## config.mk

```make
export PLATFORM = sky130hd
export DESIGN_NAME = dual_edge_bg_gen
export DESIGN_NICKNAME = d
export VERILOG_FILES = /design/src/rtl/dbg_pkg.sv /design/src/rtl/dbg_fn_decode.sv /design/src/rtl/dbg_ext_capture.sv /design/src/rtl/dbg_bg_reg.sv /design/src/rtl/dbg_beat_drive.sv /design/src/rtl/dual_edge_bg_gen.sv
export SDC_FILE = /design/constraint.sdc
export NUM_CORES = 1
export LEC_CHECK = 0
export ABC_AREA = 1
export ABC_CLOCK_PERIOD_IN_PS = 3600
export BUFFER_PORTS_ARGS = -buffer_cell sky130_fd_sc_hd__buf_2
export CAP_MARGIN = 40
export CORE_MARGIN = 2
export CORE_UTILIZATION = 56
export CTS_CLUSTER_DIAMETER = 100
export DETAILED_ROUTE_END_ITERATION = 8
export GPL_TIMING_DRIVEN = 0
export PLACE_DENSITY = 0.76
export SYNTH_ARGS = -nofsm -noshare
export SYNTH_HDL_FRONTEND = slang
export SYNTH_SLANG_ARGS = --single-unit
```

## constraint.sdc

```tcl
create_clock -name clk -period 3.6 [get_ports clk]
set_clock_uncertainty 0.15 [all_clocks]
set_input_delay 0.72 -clock clk [delete_from_list [all_inputs] [get_ports clk]]
set_output_delay 0.72 -clock clk [all_outputs]
set_load 0.03 [all_outputs]
```

## src/rtl/dbg_pkg.sv

```systemverilog
// Shared types for the dual-edge background generator.
// Assumes the data function code is exactly 3 bits wide.
package dbg_pkg;

    localparam int FN_W = 3;

    typedef enum logic [FN_W-1:0] {
        FN_TRUE_TRUE = 3'd0,
        FN_TRUE_INV  = 3'd1,
        FN_INV_TRUE  = 3'd2,
        FN_INV_INV   = 3'd3,
        FN_STEP_UP   = 3'd4,
        FN_STEP_DN   = 3'd5,
        FN_LOAD_EXT  = 3'd6,
        FN_KEEP      = 3'd7
    } dbg_fn_e;

    typedef enum logic [1:0] {
        BG_HOLD,
        BG_INC,
        BG_DEC,
        BG_LOAD
    } bg_op_e;

    typedef struct packed {
        logic inv_even;
        logic inv_odd;
    } beat_pol_t;

    localparam beat_pol_t POL_RESET = '{inv_even: 1'b0, inv_odd: 1'b0};

endpackage

```

## src/rtl/dbg_fn_decode.sv

```systemverilog
// Decodes the data function code into a polarity write or a background
// operation. Purely combinational; assumes the caller qualifies nothing else.
module dbg_fn_decode
    import dbg_pkg::*;
(
    input  logic                instr_valid,
    input  logic [FN_W-1:0]     data_fn,
    output logic                pol_we,
    output beat_pol_t           pol_new,
    output bg_op_e              bg_op
);

    // Map the code onto the two datapath controls.
    always_comb begin
        pol_we  = 1'b0;
        pol_new = POL_RESET;
        bg_op   = BG_HOLD;
        if (instr_valid) begin
            case (dbg_fn_e'(data_fn))
                FN_TRUE_TRUE,
                FN_TRUE_INV,
                FN_INV_TRUE,
                FN_INV_INV: begin
                    pol_we           = 1'b1;
                    pol_new.inv_even = data_fn[1];
                    pol_new.inv_odd  = data_fn[0];
                end
                FN_STEP_UP:  bg_op = BG_INC;
                FN_STEP_DN:  bg_op = BG_DEC;
                FN_LOAD_EXT: bg_op = BG_LOAD;
                FN_KEEP:     bg_op = BG_HOLD;
                default:     bg_op = BG_HOLD;
            endcase
        end
    end

endmodule

```

## src/rtl/dbg_ext_capture.sv

```systemverilog
// Holds the tester data word sampled on a strobe that marks a slow-clock
// edge. Assumes the strobe is already synchronous to clk.
module dbg_ext_capture #(
    parameter int DATA_W = 16
) (
    input  logic              clk,
    input  logic              rst_n,
    input  logic              capture,
    input  logic [DATA_W-1:0] word_in,
    output logic [DATA_W-1:0] cap_q
);

    // Sample the tester word when strobed, clear on reset.
    always_ff @(posedge clk) begin
        if (!rst_n)
            cap_q <= '0;
        else if (capture)
            cap_q <= word_in;
    end

endmodule

```

## src/rtl/dbg_bg_reg.sv

```systemverilog
// Background register with step up/down (modulo 2^DATA_W), load and hold.
// Exposes its next-state value so the output stage can register from it.
module dbg_bg_reg
    import dbg_pkg::*;
#(
    parameter int DATA_W = 16
) (
    input  logic              clk,
    input  logic              rst_n,
    input  bg_op_e            op,
    input  logic [DATA_W-1:0] load_val,
    output logic [DATA_W-1:0] bg_d,
    output logic [DATA_W-1:0] bg_q
);

    localparam logic [DATA_W-1:0] STEP = DATA_W'(1);

    // Next background value for the requested operation.
    always_comb begin
        case (op)
            BG_INC:  bg_d = bg_q + STEP;
            BG_DEC:  bg_d = bg_q - STEP;
            BG_LOAD: bg_d = load_val;
            default: bg_d = bg_q;
        endcase
    end

    // Background state register.
    always_ff @(posedge clk) begin
        if (!rst_n)
            bg_q <= '0;
        else
            bg_q <= bg_d;
    end

endmodule

```

## src/rtl/dbg_beat_drive.sv

```systemverilog
// Holds the beat polarity selection and registers both beat words from the
// next-state background and polarity, so outputs change on the accepting edge.
module dbg_beat_drive
    import dbg_pkg::*;
#(
    parameter int DATA_W = 16
) (
    input  logic              clk,
    input  logic              rst_n,
    input  logic              pol_we,
    input  beat_pol_t         pol_new,
    input  logic [DATA_W-1:0] bg_d,
    output logic [DATA_W-1:0] even_q,
    output logic [DATA_W-1:0] odd_q
);

    beat_pol_t         pol_q;
    beat_pol_t         pol_d;
    logic [DATA_W-1:0] even_d;
    logic [DATA_W-1:0] odd_d;

    // Polarity in force after this edge.
    always_comb pol_d = pol_we ? pol_new : pol_q;

    // Per-bit conditional inversion for each beat.
    for (genvar b = 0; b < DATA_W; b++) begin : g_bit
        assign even_d[b] = bg_d[b] ^ pol_d.inv_even;
        assign odd_d[b]  = bg_d[b] ^ pol_d.inv_odd;
    end

    // Polarity and output registers.
    always_ff @(posedge clk) begin
        if (!rst_n) begin
            pol_q  <= POL_RESET;
            even_q <= '0;
            odd_q  <= '0;
        end else begin
            pol_q  <= pol_d;
            even_q <= even_d;
            odd_q  <= odd_d;
        end
    end

endmodule

```

## src/rtl/dual_edge_bg_gen.sv

```systemverilog
// Top of the dual-edge background generator: decode, tester capture,
// background register and beat drive. Assumes one instruction per clk.
module dual_edge_bg_gen
    import dbg_pkg::*;
#(
    parameter int DATA_W = 16
) (
    input  logic              clk,
    input  logic              rst_n,
    input  logic              instr_valid,
    input  logic [2:0]        data_fn,
    input  logic              ext_capture,
    input  logic [DATA_W-1:0] ext_word,
    output logic [DATA_W-1:0] even_data,
    output logic [DATA_W-1:0] odd_data
);

    logic              pol_we;
    beat_pol_t         pol_new;
    bg_op_e            bg_op;
    logic [DATA_W-1:0] cap_q;
    logic [DATA_W-1:0] bg_d;
    logic [DATA_W-1:0] bg_q;

    dbg_fn_decode u_dec (
        .instr_valid (instr_valid),
        .data_fn     (data_fn),
        .pol_we      (pol_we),
        .pol_new     (pol_new),
        .bg_op       (bg_op)
    );

    dbg_ext_capture #(.DATA_W(DATA_W)) u_cap (
        .clk     (clk),
        .rst_n   (rst_n),
        .capture (ext_capture),
        .word_in (ext_word),
        .cap_q   (cap_q)
    );

    dbg_bg_reg #(.DATA_W(DATA_W)) u_bg (
        .clk      (clk),
        .rst_n    (rst_n),
        .op       (bg_op),
        .load_val (cap_q),
        .bg_d     (bg_d),
        .bg_q     (bg_q)
    );

    dbg_beat_drive #(.DATA_W(DATA_W)) u_drv (
        .clk     (clk),
        .rst_n   (rst_n),
        .pol_we  (pol_we),
        .pol_new (pol_new),
        .bg_d    (bg_d),
        .even_q  (even_data),
        .odd_q   (odd_data)
    );

endmodule

```

==> results.md, run 1 <==
- Clock power share: 0.356
- Mapped Area: 3430 um^2
- Synth top area share: 0.385
- Yosys warns: 0
- Synthesized instance count: 512
- Hold_buf cts: 0
- Global-route wire length before repair: 13.5 mm
- Cells after DPL: 640
- Ant diodes: 0
- Layout area overhead: 17.1%
- Synth Area in XOR/XNOR: 0.00511
- CTS clk-pin slew, worst paths: 0.07 ns
- Final ANT Viol Nets: 0
- Post-Synth Simple-Gate Area: 0.349
- Most frequent cell after synthesis: nand2_1
- Pwr per Cell Area: 500 nW/um^2
- Crit-path slowest cell: ha_1
- GP Congestion: 0.928
- Crit-path max cell delay: 0.62 ns
- Starting Density: 0.579
- Initial DRC count: 224
- WL/cell: 12.6 um
- H-tree Lvls: 3
- Number of synthesized flops with an enable pin: 0
- Sequential share of power: 0.415
- Switching share of total power: 0.321
- Synth async-reset ratio: 0
- Nets: 617
- CTS tree: done
- Hold WS: 0.352 ns
- Port Buffer Count: 53
- Total CTS buffers: 9
- Top cells by area in the synthesized netlist: dfxtp_1 (39%), nand2_1 (16%), nor2_1 (7.7%)
- Initial antenna violation count: 0
- Reg-to-reg setup timing slack: 1.44 ns
- Clock Latency Late Sink: 0.35 ns
- Setup TNS: 0 ns
- Via/cell ratio: 5.09
- Reg2Reg Depth: 12
- PnR worst setup slack: 0.347 ns
- Multiplexer area fraction after synthesis: 0.00584
- Status: finished clean
- Largest net degree at the start of global routing: 17
- Yosys cell types: 30
- Slew Viols, Final: 0
- Reg-to-Reg Start: u_bg.bg_q[0]
- Total grt overflow: 0
- Logic pwr share: 0.229
- Hold_sp: u_cap.cap_q[3]
- Worst path most repeated cell: nand2_1
- Delay-heaviest family, CP: simple AND/OR/NAND/NOR gates
- Tot Pwr: 2.01 mW
- Row Count: 28
- Switch Pwr: 0.645 mW
- Leakage power: 2.23 nW
- CP startpoint: data_fn[0]
- Final hold violations: 0
- Max_cap viols: 0
- Layout cell share with drive strength beyond 1: 0.167
- Design Area, Final: 4020 um^2
- Clock buffer depth: 2
- Core area: 5920 um^2
- # IOs: 55
- Final core utilization: 0.678
- Final non-filler cell total: 656
- DR DRC count: 0
- Yosys top cell by area: dfxtp_1
- Arrival time worst endpoint: 3.35 ns
- Critical path capture point type: flip-flop
- CP startpoint kind: primary input
- Hold Path Stages: 2
- Hold EP: u_cap.cap_q[3]
- Largest fanout on the critical path: 16
- Worst flop-to-flop path endpoint: u_drv.even_q[14]
- Setup CP Type: in -> reg
- Top FF cell, synth: dfxtp_1
- Setup repair after global routing missed its margin: no
- Req. time, crit path: 3.70 ns
- Post-DP HPWL: 6.24 mm
- Clk sink count: 66
- Post-place setup slack: 0.0167 ns
- Area share of fa/ha/maj cells after synthesis: 0.0679
- Syn_area_per_cell: 6.70 um^2
- Postcts setup bufs: 0
- CTS resizes: 0
- Tcrit/Tclk final: 0.904
- #FFs+latches synth: 66
- Die Area: 6770 um^2
- Number of global-route vias before repair: 3067
- Worst Path Buf+Inv: 2
- Minimum clock period: 3.25 ns
- DRT Pass-1 Iters: 4
- VDD IR max: 0.393 mV
- Die W: 82.3 um
- Int Pwr: 1.36 mW
- All-Layer GR Usage: 0.262
- Combinational family with the most area after synthesis: simple AND/OR/NAND/NOR gates
- Compound-Gate Fraction of Synth Area: 0.0960
- Synthesized Nets: 553
- Hold Crit Class: reg -> reg
- Total Wirelength: 8.25 mm
- Relative slew slack: 0.565
- Root Buffer: clkbuf_8
- Setup-failing EPs final: 0
- Least-Margin Pin Slew: 0.653 ns
- Sequential share of the synthesized area: 0.385
- Via count: 3339
- Crit-path cells: buf_2 > xnor2_1 > nor2_1 > ha_1 > ha_1 > nand2_1 > nor2_1 > nand2_1 > nand3_1 > or2_1 > nand3_1 > nand2_1 > nand2_1 > nand2_1 > o21ai_0 > inv_1
- Height of the chip: 82.3 um
- Placed Area: 3790 um^2
- Synth cell count leaders: nand2_1 (147), nor2_1 (70), dfxtp_1 (66)
- Max Clk Rate: 307 MHz
per-layer routing:
metal / share of wire / routed length [um] / GRT usage
met1: 0.45 / 3740 / 0.323
met2: 0.49 / 4050 / 0.445
met3: 0.032 / 264 / 0.0576
met4: 0.024 / 198 / 0.0967
met5: 0 / 0 / 0
worst max-delay path by stage:
stage	end	cells past startpoint
floorplan	u_drv.even_q[5]	14
global placement	u_drv.odd_q[6]	16
detailed placement	u_drv.odd_q[8]	18
CTS	u_drv.odd_q[12]	16
global route	u_drv.odd_q[12]	17
finish	u_drv.even_q[6]	16
layout make-up:
type / count / area (um^2)
clock buffer: 10 / 138
sequential: 66 / 1320
multi-input combinational: 372 / 1800
tap: 75 / 93.8
clock inverter: 6 / 90.1
buffer: 13 / 83.8
fill: 549 / 1900
timing repair buffer: 53 / 265
inverter: 61 / 229
worst register-to-register path: cells and delay by family (launching register included):
family                   cells  cell delay [ns]
buffers and inverters        2             0.20
adder cells (fa/ha/maj)      1             0.43
flip-flops                   1             0.36
AND/OR/NAND/NOR              9             0.92
power groups by stage:
| stage | clock, mW | combinational (mW) | sequential [mW] |
|---|---|---|---|
| 3_3_place_gp | 0 | 0.443 | 0.848 |
| 5_1_grt | 0.746 | 0.511 | 0.841 |
| 2_1_floorplan | 0 | 0.231 | 0.949 |
| 6_report | 0.715 | 0.459 | 0.832 |
| 3_5_place_dp | 0 | 0.456 | 0.849 |
| 4_1_cts | 0.718 | 0.459 | 0.833 |
cell families (layout without fill, tap and decap cells):
family	Yosys count	count (layout)
flip-flops	66	66
multiplexers	2	2
AND/OR/NAND/NOR	285	285
buffers and inverters	74	143
AO/OA/AOI/OAI	65	65
XOR/XNOR	2	2
adder cells (fa/ha/maj)	18	18
placed cells by master, fill, tap and decap left out, types with 4 or more instances in the layout:
master	n
inv_1	59
ha_1	17
nor2_1	70
nand3_1	39
clkbuf_8	11
or2_2	11
buf_4	4
nand2_1	147
dfxtp_1	66
a21oi_1	33
o21ai_0	29
buf_2	54
nand2_2	4
clkbuf_1	6
No activity file was read; power rests on OpenSTA's default activity.
==> run 2: changes to the inputs <==
Settings changed: ABC_CLOCK_PERIOD_IN_PS 3600 to 3010.
Clock period 3.6 ns to 3.01 ns, I/O delays scaled along.
==> run 2 against run 1 <==
Against the previous run:
- via count decreased by 0.39%
- non-clock buffer count unchanged
- critical endpoint unchanged
- critical path depth increased by 1
- sequential power increased by 20%
- routed wire length about the same
- first-iteration DRC count increased by 1.3%
- flip-flop and latch count unchanged
- clock power increased by 19%
- combinational power increased by 20%
==> results.md, run 2 (synthesis results as in run 1) <==
- Placed Area: 3790 um^2
- Register area: 1320 um^2
- Arrival time worst endpoint: 2.85 ns
- Max Clk Rate: 363 MHz
- Initial antenna violation count: 0
- Tcrit/Tclk final: 0.916
- Reg-to-reg setup timing slack: 0.87 ns
- Clock buffer depth: 2
- Global-route wire length before repair: 13.5 mm
- Status: finished clean
- Largest fanout on the critical path: 16
- Row Count: 28
- Setup-failing EPs final: 0
- Clk sink count: 66
- CP startpoint kind: primary input
- Most common cell after layout, fill and taps aside: nand2_1
- Layout area overhead: 17.5%
- Total Wirelength: 8.24 mm
- Number of global-route vias before repair: 3066
- Hold_buf cts: 0
- Setup repair after global routing missed its margin: no
- All-Layer GR Usage: 0.262
- Tot Pwr: 2.40 mW
- Layout cell share with drive strength beyond 1: 0.170
- Reg2Reg Depth: 12
- Metal2 WL: 4.06 mm
- Final hold violations: 0
- Most frequent cells in the layout: nand2_1 (147), nor2_1 (69), dfxtp_1 (66)
- Setup CP Type: in -> reg
- Total CTS buffers: 9
- Leakage power: 2.23 nW
- Via count: 3326
- H-tree Lvls: 3
- VDD IR max: 0.470 mV
- DRT met1 WL: 3.68 mm
- Pwr per Cell Area: 595 nW/um^2
- CTS tree: done
- GP Congestion: 0.928
- Core area: 5920 um^2
- Initial DRC count: 227
- Root Buffer: clkbuf_8
- CTS clk-pin slew, worst paths: 0.07 ns
- Fill cells: 551
- Postcts setup bufs: 0
- Req. time, crit path: 3.10 ns
- Nets: 617
- CTS resizes: 1
- Clock Latency Late Sink: 0.35 ns
- Worst flop-to-flop path endpoint: u_drv.even_q[14]
- Die Area: 6770 um^2
- Least-Margin Pin Slew: 0.581 ns
- WL/cell: 12.6 um
- Hold Crit Class: in -> reg
- Final core utilization: 0.681
- Relative slew slack: 0.608
- Minimum clock period: 2.76 ns
- Max_cap viols: 0
- Top sig layer: met4
- Port Buffer Count: 53
- Slew Viols, Final: 0
- Multi-input gate area: 1810 um^2
- Largest net degree at the start of global routing: 17
- Met3 wire len: 334 um
- Via/cell ratio: 5.07
- Critical path capture point type: flip-flop
- Post-DP HPWL: 6.24 mm
- Total grt overflow: 0
- # IOs: 55
- Design Area, Final: 4030 um^2
- DR DRC count: 0
- Ant diodes: 0
- Hold Path Stages: 3
- Reg-to-Reg Start: u_bg.bg_q[0]
- Hold EP: u_cap.cap_q[10]
- Starting Density: 0.579
- Final ANT Viol Nets: 0
- Hold_sp: ext_word[10]
- Height of the chip: 82.3 um
- Die W: 82.3 um
- DRT Pass-1 Iters: 8
-- run 2: cell types whose count changed in the layout (fill, tap and decap cells not counted) --
cell / previous run / this run
nor2_2: 2 / 3
ha_4: 0 / 1
ha_1: 17 / 16
nor2_1: 70 / 69
-- run 2: layer usage --
metal | GRT usage | vias to the layer above
met5 | 0 | -
met4 | 0.0967 | 0
met3 | 0.0576 | 13
met2 | 0.445 | 65
met1 | 0.324 | 1511
li1 | - | 1737
-- run 2: critical path, cell delays in order --
cell     delay, ns
buf_2         0.09
nand2_1       0.08
nor2_1        0.18
inv_1         0.12
ha_4          0.25
ha_1          0.35
nand2_1       0.14
nor2_1        0.06
nand2_1       0.06
nand3_1       0.16
or2_1         0.26
nand3_1       0.06
nand2_1       0.07
nand2_1       0.15
nand2_1       0.07
o21ai_0       0.08
inv_1         0.06
-- run 2: worst max path at each step --
stage	from	end	slack, ns	cells past startpoint
after floorplan	data_fn[0]	u_drv.even_q[5]	0.14	14
after global placement	data_fn[0]	u_drv.odd_q[6]	-0.40	16
after detailed placement	data_fn[0]	u_drv.odd_q[8]	-0.46	18
after CTS	data_fn[0]	u_drv.odd_q[12]	0.10	16
after global routing	instr_valid	u_drv.even_q[6]	0.02	17
final	instr_valid	u_drv.even_q[6]	0.25	17
-- run 2: where the power goes --
part           internal (mW)  switching [mW]
combinational          0.175           0.376
clock                  0.490           0.360
sequential             0.966          0.0298
-- run 2: per-stage QoR --
step / hold slack (ns) / setup slack, ns / cells / setup TNS [ns]
finish: 0.323 / 0.254 / 656 / 0
global route: 0.333 / 0.0215 / 656 / 0
CTS: 0.320 / 0.103 / 656 / 0
detailed placement: 0.338 / -0.455 / 640 / -14.69
global placement: 0.334 / -0.404 / 640 / -11.93
floorplan: 0.313 / 0.142 / 512 / 0
-- run 2: layout make-up --
cell class,instances,area share
Buffer,13,0.0208
Multi-Input combinational cell,372,0.449
Clock buffer,10,0.0341
Sequential cell,66,0.328
Timing Repair Buffer,53,0.0658
Clock inverter,6,0.0223
Tap cell,75,0.0233
Inverter,61,0.0568
